--- config.mk ---
export PLATFORM = sky130hd
export DESIGN_NAME = cycle_meter
export DESIGN_NICKNAME = d
export VERILOG_FILES = /design/src/rtl/cycle_meter_pkg.sv /design/src/rtl/cm_edge_det.sv /design/src/rtl/cm_timeout.sv /design/src/rtl/cm_seq.sv /design/src/rtl/cycle_meter.sv
export SDC_FILE = /design/constraint.sdc
export NUM_CORES = 1
export LEC_CHECK = 0
export BUFFER_PORTS_ARGS = -buffer_cell sky130_fd_sc_hd__buf_2
export CAP_MARGIN = 5
export CORE_UTILIZATION = 53
export CTS_CLUSTER_DIAMETER = 200
export DETAILED_ROUTE_END_ITERATION = 8
export HOLD_SLACK_MARGIN = 0.08
export PLACE_DENSITY_LB_ADDON = 0.1
export SYNTH_ARGS = -nofsm -noshare
export SYNTH_HDL_FRONTEND = slang
export SYNTH_SLANG_ARGS = --single-unit
--- constraint.sdc ---
create_clock -name clk -period 3.7 [get_ports clk]
set_input_delay 0.37 -clock clk [delete_from_list [all_inputs] [get_ports clk]]
set_output_delay 0.37 -clock clk [all_outputs]
set_load 0.03 [all_outputs]
--- src/rtl/cycle_meter_pkg.sv ---
package cycle_meter_pkg;

    typedef enum logic [1:0] {
        PH_IDLE = 2'd0,
        PH_ARM  = 2'd1,
        PH_HIGH = 2'd2,
        PH_LOW  = 2'd3
    } phase_e;

    typedef enum logic [1:0] {
        SEL_OFF  = 2'd0,
        SEL_RISE = 2'd1,
        SEL_FALL = 2'd2
    } edge_sel_e;

    typedef struct packed {
        logic rise;
        logic fall;
    } edge_ev_t;

    // Which transition each phase is waiting for.
    function automatic edge_sel_e edge_for(input phase_e ph);
        case (ph)
            PH_ARM:  return SEL_RISE;
            PH_HIGH: return SEL_FALL;
            PH_LOW:  return SEL_RISE;
            default: return SEL_OFF;
        endcase
    endfunction

    function automatic logic edge_hit(input edge_sel_e sel, input edge_ev_t ev);
        return ((sel == SEL_RISE) && ev.rise) || ((sel == SEL_FALL) && ev.fall);
    endfunction

endpackage

--- src/rtl/cm_edge_det.sv ---
module cm_edge_det
    import cycle_meter_pkg::*;
(
    input  logic     clk,
    input  logic     rst,
    input  logic     sig_i,
    output edge_ev_t ev_o
);
    logic sig_q;

    always_ff @(posedge clk) begin
        if (rst) sig_q <= 1'b0;
        else     sig_q <= sig_i;
    end

    always_comb begin
        ev_o.rise = sig_i & ~sig_q;
        ev_o.fall = ~sig_i & sig_q;
    end
endmodule

--- src/rtl/cm_timeout.sv ---
module cm_timeout #(
    parameter int TO_W = 16
) (
    input  logic            clk,
    input  logic            rst,
    input  logic            load_i,
    input  logic [TO_W-1:0] lim_i,
    input  logic            run_i,
    output logic            expire_o
);
    localparam int EXT_W = TO_W + 1;

    logic [TO_W-1:0] cnt_q;
    logic [TO_W-1:0] lim_q;
    logic [EXT_W-1:0] next_ext;

    assign next_ext = {1'b0, cnt_q} + EXT_W'(1);
    assign expire_o = run_i && (next_ext >= {1'b0, lim_q});

    always_ff @(posedge clk) begin
        if (rst) begin
            cnt_q <= '0;
            lim_q <= '0;
        end else if (load_i) begin
            cnt_q <= '0;
            lim_q <= lim_i;
        end else if (run_i && !expire_o) begin
            cnt_q <= cnt_q + TO_W'(1);
        end
    end
endmodule

--- src/rtl/cm_seq.sv ---
module cm_seq
    import cycle_meter_pkg::*;
#(
    parameter int TICK_W = 32
) (
    input  logic              clk,
    input  logic              rst,
    input  logic              start_i,
    input  edge_ev_t          ev_i,
    input  logic [TICK_W-1:0] tick_i,
    input  logic              expire_i,
    output logic              load_o,
    output logic              busy_o,
    output logic              done_o,
    output logic              valid_o,
    output logic [TICK_W-1:0] high_o,
    output logic [TICK_W-1:0] period_o
);
    phase_e            ph_q;
    logic [TICK_W-1:0] snap_rise_q;
    logic [TICK_W-1:0] snap_fall_q;
    edge_sel_e         sel;
    logic              hit;
    logic              last;

    assign sel    = edge_for(ph_q);
    assign hit    = edge_hit(sel, ev_i);
    assign last   = hit && (ph_q == PH_LOW);
    assign busy_o = (ph_q != PH_IDLE);
    assign load_o = start_i && (ph_q == PH_IDLE);

    always_ff @(posedge clk) begin
        if (rst) begin
            ph_q        <= PH_IDLE;
            snap_rise_q <= '0;
            snap_fall_q <= '0;
            done_o      <= 1'b0;
            valid_o     <= 1'b0;
            high_o      <= '0;
            period_o    <= '0;
        end else begin
            done_o <= 1'b0;
            if (ph_q == PH_IDLE) begin
                if (start_i) ph_q <= PH_ARM;
            end else if (last) begin
                done_o   <= 1'b1;
                valid_o  <= 1'b1;
                high_o   <= snap_fall_q - snap_rise_q;
                period_o <= tick_i - snap_rise_q;
                ph_q     <= PH_IDLE;
            end else if (expire_i) begin
                done_o   <= 1'b1;
                valid_o  <= 1'b0;
                high_o   <= '0;
                period_o <= '0;
                ph_q     <= PH_IDLE;
            end else if (hit) begin
                if (ph_q == PH_ARM) begin
                    snap_rise_q <= tick_i;
                    ph_q        <= PH_HIGH;
                end else begin
                    snap_fall_q <= tick_i;
                    ph_q        <= PH_LOW;
                end
            end
        end
    end
endmodule

--- src/rtl/cycle_meter.sv ---
module cycle_meter
    import cycle_meter_pkg::*;
#(
    parameter int TICK_W = 32,
    parameter int TO_W   = 16
) (
    input  logic              clk,
    input  logic              rst,
    input  logic              start_i,
    input  logic [TO_W-1:0]   timeout_len_i,
    input  logic              sig_i,
    input  logic [TICK_W-1:0] tick_i,
    output logic              done_o,
    output logic              valid_o,
    output logic [TICK_W-1:0] high_o,
    output logic [TICK_W-1:0] period_o
);
    edge_ev_t ev;
    logic     load;
    logic     busy;
    logic     expire;

    cm_edge_det u_edge (
        .clk   (clk),
        .rst   (rst),
        .sig_i (sig_i),
        .ev_o  (ev)
    );

    cm_timeout #(.TO_W(TO_W)) u_timer (
        .clk      (clk),
        .rst      (rst),
        .load_i   (load),
        .lim_i    (timeout_len_i),
        .run_i    (busy),
        .expire_o (expire)
    );

    cm_seq #(.TICK_W(TICK_W)) u_seq (
        .clk      (clk),
        .rst      (rst),
        .start_i  (start_i),
        .ev_i     (ev),
        .tick_i   (tick_i),
        .expire_i (expire),
        .load_o   (load),
        .busy_o   (busy),
        .done_o   (done_o),
        .valid_o  (valid_o),
        .high_o   (high_o),
        .period_o (period_o)
    );
endmodule

# ---- Yosys cells after proc, flatten, opt, wreduce, memory -nomap -nowiden
# Cells that the tools add are included.
dict set report classes {
  addsub 4
  bitwise_logic 8
  mux 14
  eq_ne 6
  magnitude_cmp 1
  n_reduce_logical 19
}
# op n
set op_table {}
lappend op_table {{32-bit 2-to-1 mux} 3}
lappend op_table {{32-bit subtractor} 2}
lappend op_table {{16-bit by 1-bit adder with 17-bit output, second input constant} 1}
lappend op_table {{17-bit by 16-bit >= comparator with 1-bit output} 1}
lappend op_table {{16-bit by 1-bit adder with 16-bit output, second input constant} 1}
lappend op_table {{2-bit 2-to-1 mux} 5}
lappend op_table {{5-bit AND reduction} 2}
lappend op_table {{2-bit == test, second input constant} 3}
lappend op_table {{1-bit logical AND} 6}
lappend op_table {{1-bit NOT} 6}
lappend op_table {{2-bit OR reduction} 3}
lappend op_table {{1-bit 2-to-1 mux} 5}
lappend op_table {{2-bit by 1-bit == test with 1-bit output, second input constant} 2}
lappend op_table {{2-bit case mux with 2 select lines} 1}
lappend op_table {{2-bit AND reduction} 2}
lappend op_table {{2-bit nonzero test} 2}
lappend op_table {{4-bit nonzero test} 1}
lappend op_table {{1-bit bitwise AND} 2}
lappend op_table {{2-bit zero test} 1}
lappend op_table {{2-bit != test, second input constant} 1}
lappend op_table {{1-bit zero test} 1}
lappend op_table {{1-bit logical OR} 1}
dict set report totals {
  reg_bits 165
  out_inout_bits 66
}

# ---- Depth between registers and ports, before layout
dict set report depth {
  word_depth 10
  mapped_depth 20
  depth_no_buf 16
}

# ---- Modules after synthesis
# A second synthesis with hierarchy kept.
dict set report unflattened {
  cells_unflattened 1342
  hier_area_um2 10272.4
}
# mod n_inst cells_per_inst area_per_inst_um2
set modules_own_cells {}
lappend modules_own_cells {cm_seq 1 1096 8190.4}
lappend modules_own_cells {cm_timeout 1 242 2043.2}
lappend modules_own_cells {cm_edge_det 1 4 38.8}

# ---- Worst setup path before layout
# No wires, ideal clock.
dict set report synth_timing {
  path_type {register to register}
  start {register u_timer.cnt_q[0]}
  end {register u_seq.snap_fall_q[10]}
  setup_ns 0.128
  path_slack_ns 0.103
  path_buffers 3
  arrival_time_ns 3.469
  period_less_slack_ns 3.597
  stages_incl_launch_ff 19
  path_cell_list {dfxtp_1 > ha_1 > and3_4 > and3_1 > buf_6 > and4_4 > xor2_1 > ha_1 > a21oi_1 > o22ai_1 > o21a_1 > o21ai_0 > nand3_1 > or2_1 > buf_4 > nor4_4 > buf_6 > mux2i_1 > nor2_1}
}
dict set report synth_via {
  elab_chain_cells 5
}
# item line
set synth_rtl {}
lappend synth_rtl {{start, declared} cm_timeout.sv:13} ;# logic [TO_W-1:0] cnt_q;
lappend synth_rtl {{start signal, assigned} cm_timeout.sv:28} ;# cnt_q <= cnt_q + TO_W'(1);
lappend synth_rtl {{16-bit by 1-bit adder with 17-bit output} cm_timeout.sv:17} ;# assign next_ext = {1'b0, cnt_q} + EXT_W'(1);
lappend synth_rtl {{named net u_timer.next_ext[12]} cm_timeout.sv:15} ;# logic [EXT_W-1:0] next_ext;
lappend synth_rtl {{17-bit by 16-bit >= comparator with 1-bit output} cm_timeout.sv:18} ;# assign expire_o = run_i && (next_ext >= {1'b0, lim_q});
lappend synth_rtl {{1-bit logical AND} cm_timeout.sv:18}
lappend synth_rtl {{1-bit NOT (no line)} n/a}
lappend synth_rtl {{5-bit AND reduction (no line)} n/a}
lappend synth_rtl {{end signal, assigned} cm_seq.sv:62} ;# snap_fall_q <= tick_i;
lappend synth_rtl {{end, declared} cm_seq.sv:21} ;# logic [TICK_W-1:0] snap_fall_q;
# The timed path passes the listed nets, and every way through them passes these cells.
# A chain may end at the register's enable or synchronous reset.

# ---- Final worst setup path
dict set report layout_timing {
  start {register u_timer.cnt_q[4]}
  end {register u_seq.snap_fall_q[16]}
}
# Same word-level chain as after synthesis.

==> key figures <==
Routing
  – DR vias/cell: 5.58
  – DRC errors left: 0
  – Pre-Repair DR Iteration Count: 5
  – Routed wire length per instance: 15.8 µm
  – WL final: 23500 µm
  – Starting DRT DRC Count: 450
  – Antenna Nets Post-Route: 0
  – Via count: 8276

Job
  – MaxCap Viol Count: 0

Placement
  – Number of port buffers: 117
  – Pre-CTS setup slack: -0.210 ns
  – GPL Wtd Cong: 0.884
  – DP Wirelength: 16600 µm
  – Cells after DPL: 1436

Final layout
  – Fillers: 1484
  – Non-filler cells in the finished layout: 1483
  – Multi-input gate area: 5800 µm²
  – ANT cells: 0
  – # nets final: 1378
  – Area delta synth->final: 18.5%
  – Share of cells above drive strength 1: 0.177
  – Sequential cell area: 3310 µm²

Logic synthesis
  – Syn. warnings: 0
  – Fraction of registers with async set/reset: 0
  – Synth cell count leaders: dfxtp_1 (165), nor2_1 (157), nand2_1 (81), ha_1 (79), a21oi_1 (74)
  – Avg Cell Area, Syn: 8.56 µm²
  – Post-synth EDFFs: 0
  – Compound-cell area share of the yosys netlist: 0.187
  – Mux cell area share after synthesis: 0.0716
  – Syn Std Cell Area: 9520 µm²
  – Top cell type's share of synthesized area: 0.347
  – Post-synthesis xor/xnor area fraction: 0.0763
  – Synthesized flop and latch total: 165
  – Count leader, synth: dfxtp_1
  – Adder-cell share of the synthesized area: 0.108
  – Register area share after synthesis: 0.347
  – Ranking of synthesized cells by area: dfxtp_1 (35%), ha_1 (10%), mux2i_1 (7.0%)
  – Count of cell types in the netlist: 65
  – Synth Instances: 1112
  – Synth Area in Simple Gates: 0.158
  – Cell taking the most area after synthesis: dfxtp_1
  – Dominant combinational cell family by area after synthesis: compound AO/OA/AOI/OAI gates
  – Syn nets: 1245
  – Ys flop type: dfxtp_1

CTS
  – # clock sinks: 165
  – H-tree lvl count: 4
  – Hold buffers post-CTS: 0
  – Max Root-Sink Buffers: 2
  – Worst skew pair latency: 0.43 ns
  – Clock Pin Slew Worst Setup and Hold Paths: 0.06 ns
  – Cts bufs inserted: 17
  – CTS tree: done
  – Clock Root Buffer: clkbuf_16

Floorplan
  – Area of the core: 17400 µm²
  – Die Y: 136 µm
  – Area of the die: 18500 µm²
  – Initial core utilization: 0.547
  – Ports: 118
  – Row Count: 48
  – Overall die width: 136 µm

GRT
  – Total track usage: 0.259
  – Grt ovf: 0
  – First-pass GRT wire length: 37900 µm
  – Initial antenna violation count: 0
  – Vias in the first global route: 7703
  – Largest net degree at the start of global routing: 82

Outcome
  – Outcome: completed

Timing
  – Worst setup margin: 0.0643 ns
  – RSZ-0062 raised after global routing: true
  – Worst-Margin Slew: 0.877 ns
  – Period minus WS final: 3.64 ns
  – Final setup fails: 0
  – Layout Skew: 0.0113 ns
  – Final period util: 0.983
  – Relative slew slack: 0.415
  – Max-slew violations: 0
  – Final Hold Viols: 0
  – Final hold slack: 0.185 ns
  – Fmax: 275 MHz

Worst setup path
  – CP max stage delay: 0.45 ns
  – CP max FO: 8
  – R2R Setup Slk: 0.06 ns
  – Crit path launch type: flop
  – FF-to-FF End: u_seq.snap_fall_q[16]
  – CP max-delay cell: dfxtp_1
  – Crit. End Element: flop
  – Critical Path RT: 3.97 ns
  – Crit-path cells: nand2_1 -> nor2_1 -> nand2_1 -> nor2_2 -> nand3_2 -> xnor2_2 -> ha_1 -> nand3_1 -> o22ai_1 -> o21a_1 -> o21ai_2 -> nand3_1 -> or2_1 -> buf_6 -> nor4_4 -> buf_4 -> buf_12 -> mux2i_1 -> nor2_1
  – Arrival @ worst endpoint: 3.90 ns
  – Worst reg2reg path depth: 19
  – FF-to-FF Start: u_timer.cnt_q[4]
  – Critical path type: reg2reg

Power
  – Power density over cell area: 420 nW/µm²
  – Maximum vdd drop: 0.000427 V
  – Pleak: 4.81 nW
  – Total power draw: 4.74 mW

Worst hold path
  – HP Start: timeout_len_i[12]
  – Worst hold endpoint: u_timer.lim_q[12]
  – Worst hold stages: 3
  – Hold Crit Class: in2reg
-- power by group --
group	total (mW)	internal (mW)	switching [mW]
Clock	1.83	1.10	0.737
Sequential	1.84	1.82	0.0251
Combinational	1.06	0.453	0.607
-- final cells by class --
class | count | share of cell area
Clock buffer | 20 | 0.0405
Clock inverter | 12 | 0.0135
Inverter | 61 | 0.0203
Multi-Input combinational cell | 834 | 0.514
Sequential cell | 165 | 0.293
Tap cell | 225 | 0.0249
Timing Repair Buffer | 166 | 0.0936
-- metal layers --
metal | GRT usage | vias up | share of wire
li1 | - | 4172 | -
met1 | 0.336 | 3880 | 0.46
met2 | 0.432 | 197 | 0.47
met3 | 0.0481 | 27 | 0.041
met4 | 0.0809 | 0 | 0.020
met5 | 0 | - | 0
-- registers in the layout (all words and copies together), names as in the netlist --
register,cells
u_edge.sig_q,1
u_seq.done_o,1
u_seq.high_o,32
u_seq.period_o,32
u_seq.ph_q,2
u_seq.snap_fall_q,32
u_seq.snap_rise_q,32
u_seq.valid_o,1
u_timer.cnt_q,16
u_timer.lim_q,16
-- stage by stage --
stage | TNS (ns) | util | area [µm²]
floorplan | 0 | - | 9520
global placement | -1.85 | 0.599 | 10400
detailed placement | -5.16 | 0.599 | 10400
CTS | 0 | 0.641 | 11200
global route | -1.83 | 0.648 | 11300
finish | 0 | 0.648 | 11300
-- worst max-delay path by stage --
stage                             to             start
2_1_floorplan  u_seq.snap_fall_q[10]  u_timer.cnt_q[0]
3_3_place_gp        u_seq.high_o[16]  u_timer.cnt_q[0]
3_5_place_dp      u_seq.period_o[18]  u_timer.cnt_q[0]
4_1_cts        u_seq.snap_fall_q[28]  u_timer.cnt_q[0]
5_1_grt        u_seq.snap_fall_q[26]  u_timer.cnt_q[4]
6_report       u_seq.snap_fall_q[16]  u_timer.cnt_q[4]
-- cells in the final DEF, fill, tap and decap left out, drive strengths merged, types with 27 or more instances in the layout --
cell,n
a21o,28
a22o,30
nor2,157
ha,79
nand2,81
xor2,37
dfxtp,165
buf,164
inv,62
a21oi,74
xnor2,46
o21ai,38
mux2i,67
nand3,27
-- cell families (layout without fill, tap and decap cells) --
group / Yosys count / in the layout
DFF: 165 / 165
adders and majority gates: 81 / 81
buffers and inverters: 113 / 259
xor gates and xnor gates: 83 / 83
AOI/OAI and AO/OA: 264 / 264
muxes: 68 / 68
and+or+nand+nor: 338 / 338
-- worst max-delay path, delay by kind of cell, from the launching register on --
kind	cells	cell delay [ns]
AO/OA/AOI/OAI	3	0.36
XOR/XNOR	1	0.17
adder cells (fa/ha/maj)	1	0.29
buffers and inverters	3	0.48
flip-flops	1	0.45
multiplexers	1	0.20
AND/OR/NAND/NOR	10	1.50
-- what timing repair did --
action	in CTS	in global routing
pin swaps	1	7
gates resized for setup	7	12
cloned	3	0
endpoints found under the hold margin	0	0
setup buffers	3	10
setup endpoints to repair	65	96
Power figures use the tool's default switching activity.
